File: src/rtl/h2s_pkg.sv
package h2s_pkg;
    localparam int HALF_W    = 16;
    localparam int HEXP_W    = 5;
    localparam int HMAN_W    = 10;
    localparam int SEXP_W    = 8;
    localparam int SFRAC_W   = 23;
    localparam int SINGLE_W  = 1 + SEXP_W + SFRAC_W;
    localparam int BIAS_DIFF = 112;
    localparam int FRAC_GAP  = SFRAC_W - HMAN_W;
    localparam int LZ_W      = $clog2(HMAN_W + 1);

    typedef struct packed {
        logic              sign;
        logic [HEXP_W-1:0] exp;
        logic [HMAN_W-1:0] man;
    } half_t;

    typedef enum logic {
        ST_IDLE = 1'b0,
        ST_EMIT = 1'b1
    } seq_state_t;
endpackage

File: src/rtl/h2s_lzc.sv
module h2s_lzc #(
    parameter int W   = 10,
    parameter int CNT = $clog2(W + 1)
) (
    input  logic [W-1:0]   vec,
    output logic [CNT-1:0] count
);
    // Scan from LSB upward; the highest set bit writes last and wins.
    always_comb begin
        count = CNT'(W);
        for (int i = 0; i < W; i++) begin
            if (vec[i]) count = CNT'(W - 1 - i);
        end
    end
endmodule

File: src/rtl/h2s_unpack.sv
module h2s_unpack
    import h2s_pkg::*;
(
    input  logic [2*HALF_W-1:0] word,
    input  logic                upper,
    output half_t               half
);
    logic [HALF_W-1:0] lanes [2];

    for (genvar g = 0; g < 2; g++) begin : g_lane
        assign lanes[g] = word[g*HALF_W +: HALF_W];
    end

    assign half = upper ? lanes[1] : lanes[0];
endmodule

File: src/rtl/h2s_core.sv
module h2s_core
    import h2s_pkg::*;
(
    input  half_t                half,
    input  logic                 alt_half,
    input  logic                 default_nan,
    output logic [SINGLE_W-1:0]  result,
    output logic                 snan
);
    localparam logic [HEXP_W-1:0] HEXP_MAX = '1;
    localparam logic [SEXP_W-1:0] SEXP_MAX = '1;

    logic [LZ_W-1:0]   lz;
    logic [HMAN_W:0]   shifted;
    logic              r_sign;
    logic [SEXP_W-1:0] r_exp;
    logic [SFRAC_W-1:0] r_frac;

    h2s_lzc #(.W(HMAN_W), .CNT(LZ_W)) u_lzc (
        .vec   (half.man),
        .count (lz)
    );

    assign shifted = {1'b0, half.man} << (lz + LZ_W'(1));

    always_comb begin
        r_sign = half.sign;
        r_exp  = '0;
        r_frac = '0;
        snan   = 1'b0;
        if (half.exp == '0) begin
            if (half.man != '0) begin
                r_exp  = SEXP_W'(BIAS_DIFF) - SEXP_W'(lz);
                r_frac = {shifted[HMAN_W-1:0], {FRAC_GAP{1'b0}}};
            end
        end else if (half.exp == HEXP_MAX && !alt_half) begin
            r_exp = SEXP_MAX;
            if (half.man != '0) begin
                snan = !half.man[HMAN_W-1];
                if (default_nan) begin
                    r_sign = 1'b0;
                    r_frac = {1'b1, {(SFRAC_W-1){1'b0}}};
                end else begin
                    r_frac = {1'b1, half.man[HMAN_W-2:0], {FRAC_GAP{1'b0}}};
                end
            end
        end else begin
            r_exp  = SEXP_W'(half.exp) + SEXP_W'(BIAS_DIFF);
            r_frac = {half.man, {FRAC_GAP{1'b0}}};
        end
    end

    assign result = {r_sign, r_exp, r_frac};


    always_comb begin
        ahp_no_special_chk: assert (!(alt_half && (result[SINGLE_W-2 -: SEXP_W] == SEXP_MAX)));
    end
endmodule

File: src/rtl/h2s_convert.sv
module h2s_convert
    import h2s_pkg::*;
(
    input  logic        clk,
    input  logic        rst_n,
    input  logic        in_valid,
    input  logic [31:0] in_word,
    input  logic        sel_upper,
    input  logic        alt_half,
    input  logic        default_nan,
    input  logic        clr_invalid,
    output logic        out_valid,
    output logic [31:0] out_single,
    output logic        invalid_flag
);
    seq_state_t        state_q, state_d;
    half_t             half;
    logic [SINGLE_W-1:0] conv;
    logic              snan;
    logic [SINGLE_W-1:0] result_q;
    logic              inv_q;

    h2s_unpack u_unpack (
        .word  (in_word),
        .upper (sel_upper),
        .half  (half)
    );

    h2s_core u_core (
        .half        (half),
        .alt_half    (alt_half),
        .default_nan (default_nan),
        .result      (conv),
        .snan        (snan)
    );

    // Next-state: GO_EMIT on an accepted input, GO_IDLE otherwise.
    always_comb begin
        unique case (state_q)
            ST_IDLE: state_d = in_valid ? ST_EMIT : ST_IDLE;
            ST_EMIT: state_d = in_valid ? ST_EMIT : ST_IDLE;
            default: state_d = ST_IDLE;
        endcase
    end

    always_ff @(posedge clk) begin
        if (!rst_n) state_q <= ST_IDLE;
        else        state_q <= state_d;
    end

    always_ff @(posedge clk) begin
        if (!rst_n) begin
            result_q <= '0;
            inv_q    <= 1'b0;
        end else begin
            if (in_valid) result_q <= conv;
            if (in_valid && snan) inv_q <= 1'b1;
            else if (clr_invalid) inv_q <= 1'b0;
        end
    end

    assign out_valid    = (state_q == ST_EMIT);
    assign out_single   = result_q;
    assign invalid_flag = inv_q;


    valid_follows_chk: assert property (@(posedge clk) disable iff (!rst_n)
        in_valid |=> out_valid);

    result_hold_chk: assert property (@(posedge clk) disable iff (!rst_n)
        !in_valid |=> $stable(out_single));

    sticky_hold_chk: assert property (@(posedge clk) disable iff (!rst_n)
        (invalid_flag && !clr_invalid) |=> invalid_flag);

    clear_works_chk: assert property (@(posedge clk) disable iff (!rst_n)
        (clr_invalid && !in_valid) |=> !invalid_flag);
endmodule

File: config.mk
export PLATFORM = sky130hd
export DESIGN_NAME = h2s_convert
export DESIGN_NICKNAME = d
export VERILOG_FILES = /design/src/rtl/h2s_pkg.sv /design/src/rtl/h2s_lzc.sv /design/src/rtl/h2s_unpack.sv /design/src/rtl/h2s_core.sv /design/src/rtl/h2s_convert.sv
export SDC_FILE = /design/constraint.sdc
export NUM_CORES = 1
export LEC_CHECK = 0
export ABC_AREA = 1
export BUFFER_PORTS_ARGS = -buffer_cell sky130_fd_sc_hd__buf_4
export CORE_MARGIN = 1.5
export CORE_UTILIZATION = 53
export CTS_CLUSTER_SIZE = 25
export DETAILED_ROUTE_END_ITERATION = 10
export GPL_TIMING_DRIVEN = 0
export PLACE_DENSITY = 0.94
export SLEW_MARGIN = 10
export SYNTH_ARGS = -nofsm -noshare
export SYNTH_HDL_FRONTEND = slang
export SYNTH_SLANG_ARGS = --single-unit
File: constraint.sdc
create_clock -name clk -period 6.6 [get_ports clk]
set_clock_uncertainty 0.1 [all_clocks]
set_input_delay 1.32 -clock clk [delete_from_list [all_inputs] [get_ports clk]]
set_output_delay 1.32 -clock clk [all_outputs]
set_load 0.005 [all_outputs]
# Word-level counts from Yosys, hierarchy flattened
# Cells that the tools add are included.
classes:
  reduce_logical: 7
  add_sub_neg: 3
  mux: 29
  n_eq_ne: 1
  shifts: 1
op_table:
  columns: ["op", "n"]
  rows:
  - ["23-bit two-way mux", 4]
  - ["4-bit two-way mux", 9]
  - ["8-bit two-way mux", 3]
  - ["22-bit two-way mux", 1]
  - ["16-bit two-way mux", 1]
  - ["1-bit two-way mux", 10]
  - ["10-bit nonzero test", 1]
  - ["10-bit by 4-bit << shifter with 10-bit output", 1]
  - ["5-bit by 7-bit adder with 8-bit output, second input constant", 1]
  - ["7-bit by 4-bit subtractor with 8-bit output, first input constant", 1]
  - ["5-bit == test, second input constant", 1]
  - ["5-bit logical NOT", 1]
  - ["4-bit by 1-bit adder with 4-bit output, second input constant", 1]
  - ["1-bit logical AND", 2]
  - ["1-bit logical NOT", 2]
  - ["2-bit two-way mux", 1]
  - ["2-bit nonzero test", 1]
word_totals:
  inputBits: 39
  regBits: 34

# Depth between registers and ports, before layout
depth:
  word_depth: 15
  mapped_depth: 21

# Hierarchy
# From an unflattened synthesis, not the netlist that was laid out.
hier_totals:
  cells_unflattened: 470
  hier_area_um2: 2656.3
by_module_without_submodules:
  columns: ["module", "area_per_inst_um2", "instances", "seq_area_each_um2", "cells_per_inst"]
  rows:
  - ["h2s_convert", 1381.3, 1, 680.7, 210]
  - ["h2s_core", 918.4, 1, 0.0, 182]
  - ["h2s_unpack", 244.0, 1, 0.0, 52]
  - ["h2s_lzc", 112.6, 1, 0.0, 26]

# Least setup slack after synthesis
# Ideal clock, no wire load.
synth_path:
  path_kind: "in2reg"
  startpoint: "input sel_upper"
  endpoint: "register result_q[21], in the netlist out_single[21]"
  arrival_time_ps: 3143
  path_slack_ps: 3291
  path_stages: 17
  required_time_ps: 6434
  path_buffers: 4
  cell_sequence: "buf_6 > buf_8 > nand2_2 > nand2_4 > inv_2 > nor2_2 > inv_2 > nand2_4 > buf_6 > inv_1 > ha_1 > buf_2 > nor2_4 > nand2_1 > a21oi_1 > nand2_1 > a21oi_2"
synth_between:
  elab_chain_len: 15
  elab_cells_between_ends: 22
synth_lines:
  columns: ["item", "line", "text"]
  rows:
  - ["start, declared", "h2s_convert.sv:8", "input logic sel_upper,"]
  - ["16-bit two-way mux *", "h2s_unpack.sv:14", "assign half = upper ? lanes[1] : lanes[0];"]
  - ["2-bit two-way mux", "h2s_lzc.sv:12", "if (vec[i]) count = CNT'(W - 1 - i);"]
  - ["4-bit two-way mux (9 in series)", "h2s_lzc.sv:12", null]
  - ["4-bit by 1-bit adder with 4-bit output", "h2s_core.sv:24", "assign shifted = {1'b0, half.man} << (lz + LZ_W'(1));"]
  - ["10-bit by 4-bit << shifter with 10-bit output", "h2s_core.sv:24", null]
  - ["23-bit two-way mux", "h2s_core.sv:32", "if (half.man != '0) begin"]
  - ["23-bit two-way mux *", "h2s_core.sv:31", "if (half.exp == '0) begin"]
  - ["end signal, assigned", "h2s_convert.sv:56", "if (in_valid) result_q <= conv;"]
  - ["end, declared", "h2s_convert.sv:20", "logic [SINGLE_W-1:0] result_q;"]
# Mark *: on every way between the ends. The rest lies on a longest branch, timed or not.
# A chain may end at the register's enable or synchronous reset.

# Worst setup path after layout
layout_path:
  startpoint: "input sel_upper"
  endpoint: "register result_q[22], in the netlist out_single[22]"
# Same word-level chain as after synthesis.

==> run summary <==
Final Util - 73.5%
Hold Path Class - reg2reg
global route overflow - 0
routability cong. - 0.912
vias in the first global route - 2133
die area - 3940 um^2
Setup Fix Bufs, Post-CTS - 0
setup ws final - 3.15 ns
Post-DP HPWL - 4.19 mm
1st-iter DRT viols - 140
Post-synth EDFFs - 0
CTS Buffer Depth - 2
fraction of registers with async set/reset - 0%
ys flop type - dfxtp_1
pwr/cell area - 164 nW/um^2
Non-Filler Instances - 409
IO Pins - 73
Critical Path Fanout Max - 10
period utilization - 52.2%
#FFs+latches synth - 20
yosys warns - 0
status - complete, no violations
R2R cell count - 2
Synth Instances - 288
CTS clk-pin slew, worst paths - 0.11 ns
diode count - 0
hold depth - 2
RSZ-0062 raised after global routing - false
total track usage - 28.2%
Rows - 21
area of the core - 3390 um^2
crit path launch type - input port
Area Overhead vs Synth - 31.6%
die height - 62.8 um
worst r2r src - out_single[25]
Leak - 0.00130 uW
CTS tree - done
Max Cap Viol - 0
Wirelength per Cell - 12.9 um
Arrival @ worst endpoint - 3.55 ns
CP startpoint - sel_upper
DR vias - 2146
WL final - 5.28 mm
layout cells sized above 1 - 35.3%
sequential-to-total area share from yosys stat - 21.1%
clk_lat worst skew - 0.30 ns
CP endpoint kind - flop
first-pass GRT wire length - 9.06 mm
leading cell type in the layout, fill and taps excluded - buf_4
mapped cell area - 1890 um^2
# nets final - 405
Power Total - 408 uW
H-Tree Depth - 1
remaining antenna violation count after routing - 0
Synth top area share - 21.1%
clock tree root buffer cell - clkbuf_4
max-slew violations - 0
Setup TNS - 0 ns
post-cts gate resize count - 0
worst IR drop on VDD - 0.143 mV
clock sink total - 20
DRC violations left - 0
largest cells by area after synthesis - dfxtp_1 21%, nand2_1 14%, nand3_1 7.7%
commonest cells after routing, fill and taps aside - 73 x buf_4, 69 x nand2_1, 29 x nand3_1, 23 x a21oi_1, 21 x inv_1
final setup fails - 0
hold path startpoint - out_single[30]
antenna violations before repair - 0
Crit path required time - 6.70 ns
post-synth top area cell - dfxtp_1
# fillers - 291
final hold viol count - 0
Via density - 5.25
critical setup path kind - in2reg
Distinct cells, synth - 40
Max Freq - 290 MHz
crit path time final - 3.45 ns
initial core utilization - 55.9%
Buffers on Ports - 59
largest net degree at the start of global routing - 13
Post-CTS Hold Fix Bufs - 0
CTS Buf Count - 3
syn_area_per_cell - 6.58 um^2
setup slack after placement - 2.86 ns
die width - 62.8 um
number of iterations in the first detailed-routing pass - 5
placed cell count - 405
[through the flow]
| step | hold slack, ns | cell area (um^2) |
|---|---|---|
| 2_1_floorplan | 0.371 | 1940 |
| 3_3_place_gp | 0.369 | 2440 |
| 3_5_place_dp | 0.372 | 2440 |
| 4_1_cts | 0.398 | 2490 |
| 5_1_grt | 0.437 | 2490 |
| 6_report | 0.403 | 2490 |
[metal layers]
metal	track usage (%)	wire length (um)	up-vias
met3	4.32	359	13
li1	-	-	1066
met2	53.5	2810	110
met5	0	0	-
met4	8.89	109	0
met1	31.9	2000	957
[registers in the layout (all words and copies together), names as in the netlist]
| name | flops |
|---|---|
| out_valid | 1 |
| out_single | 18 |
| invalid_flag | 1 |
[path summary, 6_finish.rpt]
check | endpoint | slack [ns]
worst min-delay path | out_single[30] | 0.40
worst max register to register | out_single[25] | 5.80
worst min register to register | out_single[30] | 0.40
worst max-delay path | out_single[22] | 3.15
[final cells by class]
class                           count  area (um^2)  area share (%)
Clock buffer                        3         22.5           0.904
Timing Repair Buffer               59          443            17.8
Inverter                           30          114            4.57
Multi-Input combinational cell    226         1250            50.1
Sequential cell                    20          400            16.1
Clock inverter                      1         30.0            1.20
Tap cell                           46         57.6            2.31
Buffer                             24          178            7.13
[cell usage after synthesis, drive strengths merged (2+ instances only)]
cell type / n
nor2: 24
o21ai: 22
dfxtp: 20
buf: 19
clkbuf: 5
nand2: 87
inv: 29
nor3: 3
a31oi: 5
ha: 2
a21oi: 24
nand3b: 2
nand4: 2
nand3: 32
o21a: 2
[kinds of logic (layout without fill, tap and decap cells)]
| kind of cell | count (synthesis) | count (layout) | share of synthesized area (%) |
|---|---|---|---|
| adders and majority gates | 2 | 2 | 1.32 |
| AOI/OAI and AO/OA | 57 | 57 | 17.0 |
| buffers and inverters | 54 | 117 | 15.4 |
| xor gates and xnor gates | 2 | 2 | 1.92 |
| and+or+nand+nor | 151 | 151 | 42.5 |
| DFF | 20 | 20 | 21.1 |
| other | 1 | 13 | 0.198 |
| muxes | 1 | 1 | 0.528 |
[worst max-delay path, stage by stage]
cell     delay, ns
buf_4         0.12
inv_2         0.06
buf_6         0.13
nand2_1       0.05
nand2_1       0.17
inv_1         0.07
nand2_1       0.06
nand2_1       0.06
nand2_2       0.08
nand2_4       0.09
nand2_4       0.09
buf_6         0.15
inv_1         0.06
ha_1          0.33
buf_2         0.27
nand3_1       0.12
a21oi_1       0.13
nand2_1       0.07
nand2_1       0.06
a21oi_1       0.06
[power breakdown]
| part | switching [uW] | leakage (uW) | internal [uW] | total [uW] |
|---|---|---|---|---|
| sequential | 4.82 | 0.000166 | 130 | 134 |
| clock | 39.4 | 0.0000279 | 61.4 | 101 |
| combinational | 98.8 | 0.00111 | 73.8 | 173 |
No activity file was read; power rests on OpenSTA's default activity.
